### src/rtl/xbar_pkg.sv
package xbar_pkg;
  // Flat position of crosspoint (row, col) in a row-major N*N matrix.
  function automatic int unsigned xp_index(int unsigned row, int unsigned col,
                                           int unsigned n);
    return row * n + col;
  endfunction

  // Base bit of lane 'lane' in a packed vector of 'width'-bit words.
  function automatic int unsigned lane_base(int unsigned lane, int unsigned width);
    return lane * width;
  endfunction
endpackage

### src/rtl/xbar_dest_dec.sv
module xbar_dest_dec #(
  parameter int N = 4,
  localparam int K = (N > 1) ? $clog2(N) : 1
) (
  input  logic         req,
  input  logic [K-1:0] addr,
  output logic [N-1:0] col_req
);
  for (genvar j = 0; j < N; j++) begin : g_col
    assign col_req[j] = req & (addr == K'(j));
  end
endmodule

### src/rtl/xbar_col_arb.sv
module xbar_col_arb #(
  parameter int N = 4
) (
  input  logic [N-1:0] col_req,
  output logic [N-1:0] col_gnt
);
  // blocked[i] is high once any lower-indexed row has claimed the column
  logic [N:0] blocked;
  assign blocked[0] = 1'b0;
  for (genvar i = 0; i < N; i++) begin : g_chain
    assign col_gnt[i]   = col_req[i] & ~blocked[i];
    assign blocked[i+1] = blocked[i] | col_req[i];
  end
endmodule

### src/rtl/xbar_and_or.sv
module xbar_and_or
  import xbar_pkg::*;
#(
  parameter int N = 4,
  parameter int W = 8
) (
  input  logic [N*N-1:0] en,
  input  logic [N*W-1:0] proc_wdata,
  input  logic [N*W-1:0] mem_rdata,
  output logic [N*W-1:0] mem_wdata,
  output logic [N*W-1:0] proc_rdata
);
  // Forward direction: each column ORs the masked write words of all rows
  always_comb begin
    mem_wdata = '0;
    for (int j = 0; j < N; j++) begin
      for (int i = 0; i < N; i++) begin
        mem_wdata[lane_base(j, W) +: W] = mem_wdata[lane_base(j, W) +: W]
          | (proc_wdata[lane_base(i, W) +: W] & {W{en[xp_index(i, j, N)]}});
      end
    end
  end

  // Return direction: each row ORs the masked read words of all columns
  always_comb begin
    proc_rdata = '0;
    for (int i = 0; i < N; i++) begin
      for (int j = 0; j < N; j++) begin
        proc_rdata[lane_base(i, W) +: W] = proc_rdata[lane_base(i, W) +: W]
          | (mem_rdata[lane_base(j, W) +: W] & {W{en[xp_index(i, j, N)]}});
      end
    end
  end
endmodule

### src/rtl/xbar_prio_top.sv
module xbar_prio_top
  import xbar_pkg::*;
#(
  parameter int N = 4,
  parameter int W = 8,
  localparam int K = (N > 1) ? $clog2(N) : 1
) (
  input  logic           clk,
  input  logic           rst_n,
  input  logic [N-1:0]   req,
  input  logic [N*K-1:0] dst_addr,
  input  logic [N*W-1:0] proc_wdata,
  input  logic [N*W-1:0] mem_rdata,
  output logic [N*W-1:0] mem_wdata,
  output logic [N-1:0]   mem_act,
  output logic [N*W-1:0] proc_rdata,
  output logic [N-1:0]   proc_gnt,
  output logic [N*N-1:0] xp_en,
  output logic [N*N-1:0] xp_en_q
);
  // row_req[i][j]: processor i asks for column j
  logic [N-1:0] row_req [N];
  // col_req[j][i]: transposed view handed to each column arbiter
  logic [N-1:0] col_req [N];
  logic [N-1:0] col_gnt [N];

  for (genvar i = 0; i < N; i++) begin : g_dec
    xbar_dest_dec #(.N(N)) u_dec (
      .req     (req[i]),
      .addr    (dst_addr[i*K +: K]),
      .col_req (row_req[i])
    );
  end

  for (genvar j = 0; j < N; j++) begin : g_arb
    for (genvar i = 0; i < N; i++) begin : g_tr
      assign col_req[j][i]              = row_req[i][j];
      assign xp_en[xp_index(i, j, N)]   = col_gnt[j][i];
    end
    xbar_col_arb #(.N(N)) u_arb (
      .col_req (col_req[j]),
      .col_gnt (col_gnt[j])
    );
    assign mem_act[j] = |col_gnt[j];
  end

  for (genvar i = 0; i < N; i++) begin : g_row
    assign proc_gnt[i] = |xp_en[i*N +: N];
  end

  xbar_and_or #(.N(N), .W(W)) u_path (
    .en         (xp_en),
    .proc_wdata (proc_wdata),
    .mem_rdata  (mem_rdata),
    .mem_wdata  (mem_wdata),
    .proc_rdata (proc_rdata)
  );

  always_ff @(posedge clk or negedge rst_n) begin
    if (!rst_n) xp_en_q <= '0;
    else        xp_en_q <= xp_en;
  end
endmodule

### config.mk
export PLATFORM = sky130hd
export DESIGN_NAME = xbar_prio_top
export DESIGN_NICKNAME = d
export VERILOG_FILES = /design/src/rtl/xbar_pkg.sv /design/src/rtl/xbar_dest_dec.sv /design/src/rtl/xbar_col_arb.sv /design/src/rtl/xbar_and_or.sv /design/src/rtl/xbar_prio_top.sv
export SDC_FILE = /design/constraint.sdc
export NUM_CORES = 1
export LEC_CHECK = 0
export ABC_AREA = 0
export CELL_PAD_IN_SITES_DETAIL_PLACEMENT = 1
export CELL_PAD_IN_SITES_GLOBAL_PLACEMENT = 2
export CORE_UTILIZATION = 29
export DETAILED_ROUTE_END_ITERATION = 6
export DONT_BUFFER_PORTS = 1
export HOLD_SLACK_MARGIN = 0.1
export PLACE_DENSITY_LB_ADDON = 0.1
export SKIP_LAST_GASP = 1
export SLEW_MARGIN = 10
export SYNTH_ARGS = -nofsm -noshare
export SYNTH_HDL_FRONTEND = slang
export SYNTH_HIERARCHICAL = 1
export SYNTH_SLANG_ARGS = --single-unit
### constraint.sdc
create_clock -name clk -period 1.6 [get_ports clk]
set_clock_uncertainty 0.05 [all_clocks]
set_input_delay 0.32 -clock clk [delete_from_list [all_inputs] [get_ports clk]]
set_output_delay 0.32 -clock clk [all_outputs]
set_load 0.01 [all_outputs]
==> results of run 1 <==
==> timing repair <==
| item | 4_1_cts | 5_1_grt |
|---|---|---|
| gates resized for setup | 85 | 39 |
| gates cloned | 1 | 4 |
| pin swaps | 39 | 31 |
| setup buffers | 16 | 7 |
| hold buffers | 1 | 0 |
| endpoints found under the hold margin | 16 | 0 |
| endpoints found under the setup margin | 76 | 77 |
==> layout by cell type (no fill, tap or decap) <==
| cell type | netlist | layout |
|---|---|---|
| a22oi_1 | 128 | 77 |
| a22oi_2 | 0 | 51 |
| and3_4 | 0 | 4 |
| and3b_1 | 8 | 3 |
| and3b_2 | 0 | 5 |
| buf_12 | 0 | 9 |
| buf_16 | 0 | 1 |
| buf_2 | 1 | 2 |
| buf_4 | 4 | 31 |
| buf_6 | 28 | 32 |
| buf_8 | 3 | 3 |
| clkbuf_16 | 0 | 1 |
| clkbuf_8 | 0 | 4 |
| dfrtp_1 | 16 | 16 |
| dlygate4sd3_1 | 0 | 1 |
| nand2_1 | 64 | 25 |
| nand2_2 | 0 | 39 |
| nor2b_4 | 0 | 4 |
| nor3b_2 | 4 | 1 |
| nor3b_4 | 0 | 7 |
| nor4b_4 | 0 | 4 |
| or4_4 | 0 | 8 |
==> cell families after synthesis <==
group	after synthesis
buffers and inverters	36
AOI/OAI and AO/OA	128
DFF	16
and+or+nand+nor	100
==> through the flow <==
| stage | hold WS, ns | util [%] | total power, mW | area [um^2] |
|---|---|---|---|---|
| 2_1_floorplan | -0.0256 | - | 0.917 | 2550 |
| 3_3_place_gp | -0.0253 | 35.6 | 1.05 | 2750 |
| 3_5_place_dp | -0.0253 | 35.6 | 1.05 | 2750 |
| 4_1_cts | 0.379 | 42.7 | 1.52 | 3300 |
| 5_1_grt | 0.379 | 45.7 | 1.62 | 3530 |
| 6_report | 0.382 | 45.7 | 1.56 | 3530 |
==> layer usage <==
| metal | track usage, % | wire (um) | share of wire, % |
|---|---|---|---|
| met2 | 46.7 | 6120 | 52 |
| met4 | 5.56 | 123 | 1.0 |
| met5 | 0 | 0 | 0 |
| met1 | 32.3 | 4550 | 39 |
| met3 | 6.62 | 944 | 8.0 |
==> cells in the mapped netlist, drive strengths merged <==
library cell / count
or4: 8
and3b: 8
dfrtp: 16
buf: 36
nor2b: 4
nand2: 64
nor4b: 4
and3: 4
a22oi: 128
nor3b: 8
==> power breakdown <==
group | internal, mW | switching (mW)
Combinational | 0.346 | 0.432
Clock | 0.218 | 0.131
Sequential | 0.420 | 0.0143
Total | 0.984 | 0.577
==> path summary, 6_finish.rpt <==
kind	from	endpoint	slack, ns
min	dst_addr[6]	xp_en_q[12]	0.38
max in group asynchronous	rst_n	xp_en_q[4]	0.58
max	req[0]	mem_act[2]	-0.23
min in group asynchronous	rst_n	xp_en_q[7]	0.50
==> area by class of cell <==
type	count	share of cell area, %
repair buffers	80	25.2
multi-input cells	228	58.3
well taps	102	3.61
flip-flops and latches	16	11.3
clock buffers	4	1.56
==> parameters.txt, run 1 <==
Parameter                              Value

Global route
  Global-route wire length before repair ... 17.2 mm
  Global-route congestion overflow total ... 0
  Largest net degree at the start of global routing ... 17
  Total routing usage reported by global routing ... 26.5%
  Number of antenna violations at the first check in global routing ... 0
  Vias in the first global route ... ~2900

Layout
  Fin cells ... 430
  Number of flip-flops in the largest register ... 16
  Fill cell instance count of the final layout ... 861
  Sequential Area ... approximately 400 um^2
  Largest registers ... xp_en_q x16
  Ant. Diodes ... 0
  Synthesis-to-finish area growth ... 52.2%
  Multi-input logic area ... 0.00206 mm^2
  Layout cell share with drive strength beyond 1 ... 62.8%
  Count of nets after finishing ... 407
  Top reg by flops ... xp_en_q

Clock network
  TritonCTS buffer count ... 3
  Clock Path Buffers ... 2
  Root buf cell ... clkbuf_8
  Count of H-tree levels built during CTS ... 1
  TritonCTS clock tree ... yes
  Sink count of the clock tree ... 16
  Reg clk slew, reported paths ... 0.06 ns

Setup path
  Maximum fanout encountered on the critical timing path ... 13
  Crit path max-delay cell type ... or4_4
  Levels on crit path ... 4
  WP data arrival ... 1.46 ns
  Family with the most delay on the worst path ... simple AND/OR/NAND/NOR gates
  Buffers & Inverters on Critical Path ... 2
  Critical path, cell by cell ... and3b_2 -> buf_4 -> buf_6 -> or4_4
  Critical Setup Path Class ... in -> out
  Max stage delay on crit path ... between 0.5 and 0.6 ns
  Critical path launch point type ... primary input
  Required time at the endpoint of the critical path ... ~1.2 ns
  Sort of element at the end of the critical path ... output pin

Logic synthesis
  Xor and xnor fraction of the mapped netlist area ... 0%
  Cell types with the largest area share after synthesis ... a22oi_1 41%, dfrtp_1 17%, buf_6 14%, nand2_1 10%, and3b_1 3.0%
  Number of register bits inferred by synthesis ... 16
  Cell taking the most area after synthesis ... a22oi_1
  Adder-cell area share of the yosys netlist ... 0%
  Mapped Nets ... 358
  Number of warnings reported in the yosys synthesis log ... 6
  Sequential cell area fraction in the yosys report ... 17.2%
  Post-synthesis compound-gate area fraction ... between 40% and 50%
  Area share of the leading cell type in the synthesized netlist ... about 41%
  Combinational family with the most area after synthesis ... compound AO/OA/AOI/OAI gates
  Post-synth design cell area ... 0.00232 mm^2
  Synthesized instance count ... 280
  Mean instance size in the synthesized netlist ... 8.29 um^2
  Simple-gate share of the synthesized area ... about a quarter
  Multiplexer fraction of the synthesized cell area ... 0%
  Yosys cell types ... 14

Floorplanning
  Die width ... 91.5 um
  Number of placement rows ... 32
  Starting density of the core ... between 30% and 40%
  # IOs ... 182
  CORE AREA ... 0.00773 mm^2
  Die Span Y ... slightly above 90 um
  Die ar. ... between 0.008 and 0.009 mm^2

Run status
  Run status ... finished with violations
  Violated checks ... setup timing

Drt
  Detail Route Antenna Nets ... 0
  Iter 0 DRT Violations ... 113
  Final wirelength ... 11.7 mm
  Initial DRT Pass Iterations ... 4
  Average wire length per cell after detail routing ... ~27 um
  Post-DR vias/cell ... ~6.3
  DR vias ... roughly 2700
  DRC errors left ... 0

STA
  Unrepaired setup endpoints after global routing ... yes
  Worst Slack Setup Final ... -0.232 ns
  Final setup violation count ... 68
  Fraction of the cycle the final worst path needs ... 115%
  Total count of hold-check failures in the final report ... 0
  Accumulated negative setup slack ... -9.92 ns
  Final period demand of the worst path ... 1.83 ns
  Slew HR ... 55.3%
  Actual slew at the worst max-slew pin ... 0.668 ns
  Final-report max-slew violation count ... 0
  Highest clock frequency the design can meet ... between 0.5 and 0.6 GHz

Hold path
  Classification of the worst-slack hold path ... in -> reg
  Worst hold stages ... 3

Power
  Power density over the cells ... 442 mW/mm^2
  Static Leakage ... approximately 1.5 nW
  Highest ir drop seen on vdd ... 208 uV

Placement
  Number of buffer cells added on primary ports ... 0
  Final weighted congestion in routability-driven placement ... 0.831
  Dpl hpwl ... 8.29 mm
  Pre-CTS worst setup slack ... -0.319 ns
  Cell total after placement ... roughly 400

Flow run
  Max-capacitance violation count ... 0
(Power assumes the default switching activity.)
==> inputs of run 2 (changes only) <==
--- a/config.mk
+++ b/config.mk
@@ -7,8 +7,8 @@
 export LEC_CHECK = 0
 export ABC_AREA = 0
 export CELL_PAD_IN_SITES_DETAIL_PLACEMENT = 1
-export CELL_PAD_IN_SITES_GLOBAL_PLACEMENT = 2
-export CORE_UTILIZATION = 29
+export CELL_PAD_IN_SITES_GLOBAL_PLACEMENT = 1
+export CORE_UTILIZATION = 39
 export DETAILED_ROUTE_END_ITERATION = 6
 export DONT_BUFFER_PORTS = 1
 export HOLD_SLACK_MARGIN = 0.1
==> parameters.txt, run 2 (synthesis gave the netlist of run 1 again) <==
Parameter                              Value

Layout
  Largest registers ... xp_en_q x16
  Layout cell share with drive strength beyond 1 ... 72.1% (+9.3 points)
  Ant. Diodes ... 0 (unchanged)
  Most common cell after layout, fill and taps aside ... a22oi_2
  Number of flip-flops in the largest register ... 16 (unchanged)
  Multi-input logic area ... 0.00218 mm^2 (+6.0%)
  Highest-count cells in the layout ignoring fill and taps ... 74 x a22oi_2, 54 x a22oi_1, 43 x nand2_2, 38 x buf_6, 33 x buf_4
  Sequential Area ... 400 um^2 (unchanged)
  Count of nets after finishing ... 416 (+2.2%)
  Top reg by flops ... xp_en_q
  Synthesis-to-finish area growth ... 61.9%
  Fill cell instance count of the final layout ... 574 (-33%)

Power
  Power density over the cells ... 452 mW/mm^2 (+2.4%)
  Static Leakage ... 1.54 nW (+5.1%)
  Highest ir drop seen on vdd ... 490 uV (+140%)

Clock network
  Count of H-tree levels built during CTS ... 1 (unchanged)
  TritonCTS clock tree ... yes
  TritonCTS buffer count ... 3 (unchanged)
  Sink count of the clock tree ... 16 (unchanged)
  Reg clk slew, reported paths ... 0.08 ns (+0.02 ns)
  Root buf cell ... clkbuf_8
  Clock Path Buffers ... 2 (unchanged)

Drt
  Final wirelength ... 14.1 mm (+20%)
  Iter 0 DRT Violations ... 263 (+130%)
  Post-DR vias/cell ... 7.78 (+23%)
  Average wire length per cell after detail routing ... 34.6 um (+27%)
  DRC errors left ... 0 (unchanged)
  Initial DRT Pass Iterations ... 5 (+1)
  DR vias ... 3182 (+17%)
  Detail Route Antenna Nets ... 0 (unchanged)

Global route
  Global-route congestion overflow total ... 0 (unchanged)
  Vias in the first global route ... 2943 (+1.5%)
  Global-route wire length before repair ... 17.3 mm (+0.69%)
  Number of antenna violations at the first check in global routing ... 0 (unchanged)
  Largest net degree at the start of global routing ... 17 (unchanged)
  Total routing usage reported by global routing ... 36.8% (+10 points)

Placement
  Pre-CTS worst setup slack ... -0.285 ns (+0.0337 ns)
  Number of buffer cells added on primary ports ... 0 (unchanged)
  Final weighted congestion in routability-driven placement ... 0.825 (-0.79%)
  Dpl hpwl ... 7.81 mm (-5.7%)

Floorplanning
  Number of placement rows ... 27 (-16%)
  # IOs ... 182 (unchanged)
  Starting density of the core ... 41.4% (+11 points)
  CORE AREA ... 0.00561 mm^2 (-27%)
  Die ar. ... 0.00627 mm^2 (-25%)
  Die Span Y ... 79.2 um (-13%)
  Die width ... 79.2 um (-13%)

STA
  Final period demand of the worst path ... 1.94 ns (+0.109 ns)
  Final-report max-slew violation count ... 0 (unchanged)
  Final setup violation count ... 77 (+13%)
  Slew HR ... 44.6% (-11 points)
  Unrepaired setup endpoints after global routing ... yes
  Highest clock frequency the design can meet ... 0.515 GHz (-5.6%)
  Worst Slack Setup Final ... -0.341 ns (-0.109 ns)
  Fraction of the cycle the final worst path needs ... 121% (+6.8 points)
  Worst slack on hold paths ... 0.394 ns (+0.0122 ns)
  Actual slew at the worst max-slew pin ... 0.828 ns (+0.161 ns)
  Total count of hold-check failures in the final report ... 0 (unchanged)

Setup path
  Crit path max-delay cell type ... nor4b_4
  Critical path, cell by cell ... and3b_2 -> buf_6 -> nor4b_4 -> buf_6 -> a22oi_1 -> nand2_1
  WP data arrival ... 1.57 ns (+0.11 ns)
  Maximum fanout encountered on the critical timing path ... 10 (-3)
  Critical path launch point type ... primary input
  Max stage delay on crit path ... 0.42 ns (-0.15 ns)
  Cell with the most instances on the worst path ... buf_6
  Sort of element at the end of the critical path ... output pin
  Required time at the endpoint of the critical path ... 1.23 ns (about the same)
  Critical Setup Path Class ... in -> out

Run status
  Run status ... finished with violations
  Violated checks ... setup timing

Flow run
  Max-capacitance violation count ... 0 (unchanged)

Hold path
  Classification of the worst-slack hold path ... in -> reg
-- run 2: through the flow --
stage               instance area, um^2  std cells  total power, mW  setup TNS (ns)  utilization [%]
finish                             3760        409             1.70          -15.20             67.0
global route                       3760        409             1.74          -16.57             67.0
CTS                                3350        404             1.55          -10.38             59.7
detailed placement                 2720        367             1.04          -12.87             48.5
global placement                   2720        367             1.04          -12.14             48.5
floorplan                          2550        280            0.917           -7.86                -
-- run 2: area by class of cell --
cell class / instances / area share [%]
repair buffers: 89 / 27.4
multi-input cells: 228 / 58.1
well taps: 72 / 2.40
clock buffers: 4 / 1.46
flip-flops and latches: 16 / 10.7
-- run 2: timing repair --
action	in CTS	in global routing
endpoints found under the setup margin	69	80
pin swaps	37	41
endpoints found under the hold margin	16	0
cloned	3	2
resized for setup	74	94
setup buffers	30	12
hold buffers	1	0
-- run 2: report_power, final --
group	leakage [nW]	internal [mW]	switching (mW)
clock network	0.0288	0.220	0.176
registers	0.217	0.420	0.0168
logic	1.29	0.383	0.485
total	1.54	1.02	0.677
-- run 2: metal layers --
metal	vias to the layer above	part of all wire (%)	GRT usage, %
li1	1227	-	-
met1	1549	36	44.7
met2	308	46	63.4
met3	98	11	8.85
met4	0	6.5	12.0
met5	-	0	0
-- run 2: path summary, 6_finish.rpt --
check | from | endpoint | slack, ns | cells after the start
min in group asynchronous | rst_n | xp_en_q[12] | 0.53 | 1
max | dst_addr[5] | mem_wdata[19] | -0.34 | 6
max in group asynchronous | rst_n | xp_en_q[11] | 0.44 | 1
min | dst_addr[2] | xp_en_q[4] | 0.39 | 3
-- run 2: worst max-delay path: cells and delay by family --
kind,cells,cell delay [ns]
AND/OR/NAND/NOR,3,0.80
AO/OA/AOI/OAI,1,0.11
buffers and inverters,2,0.34
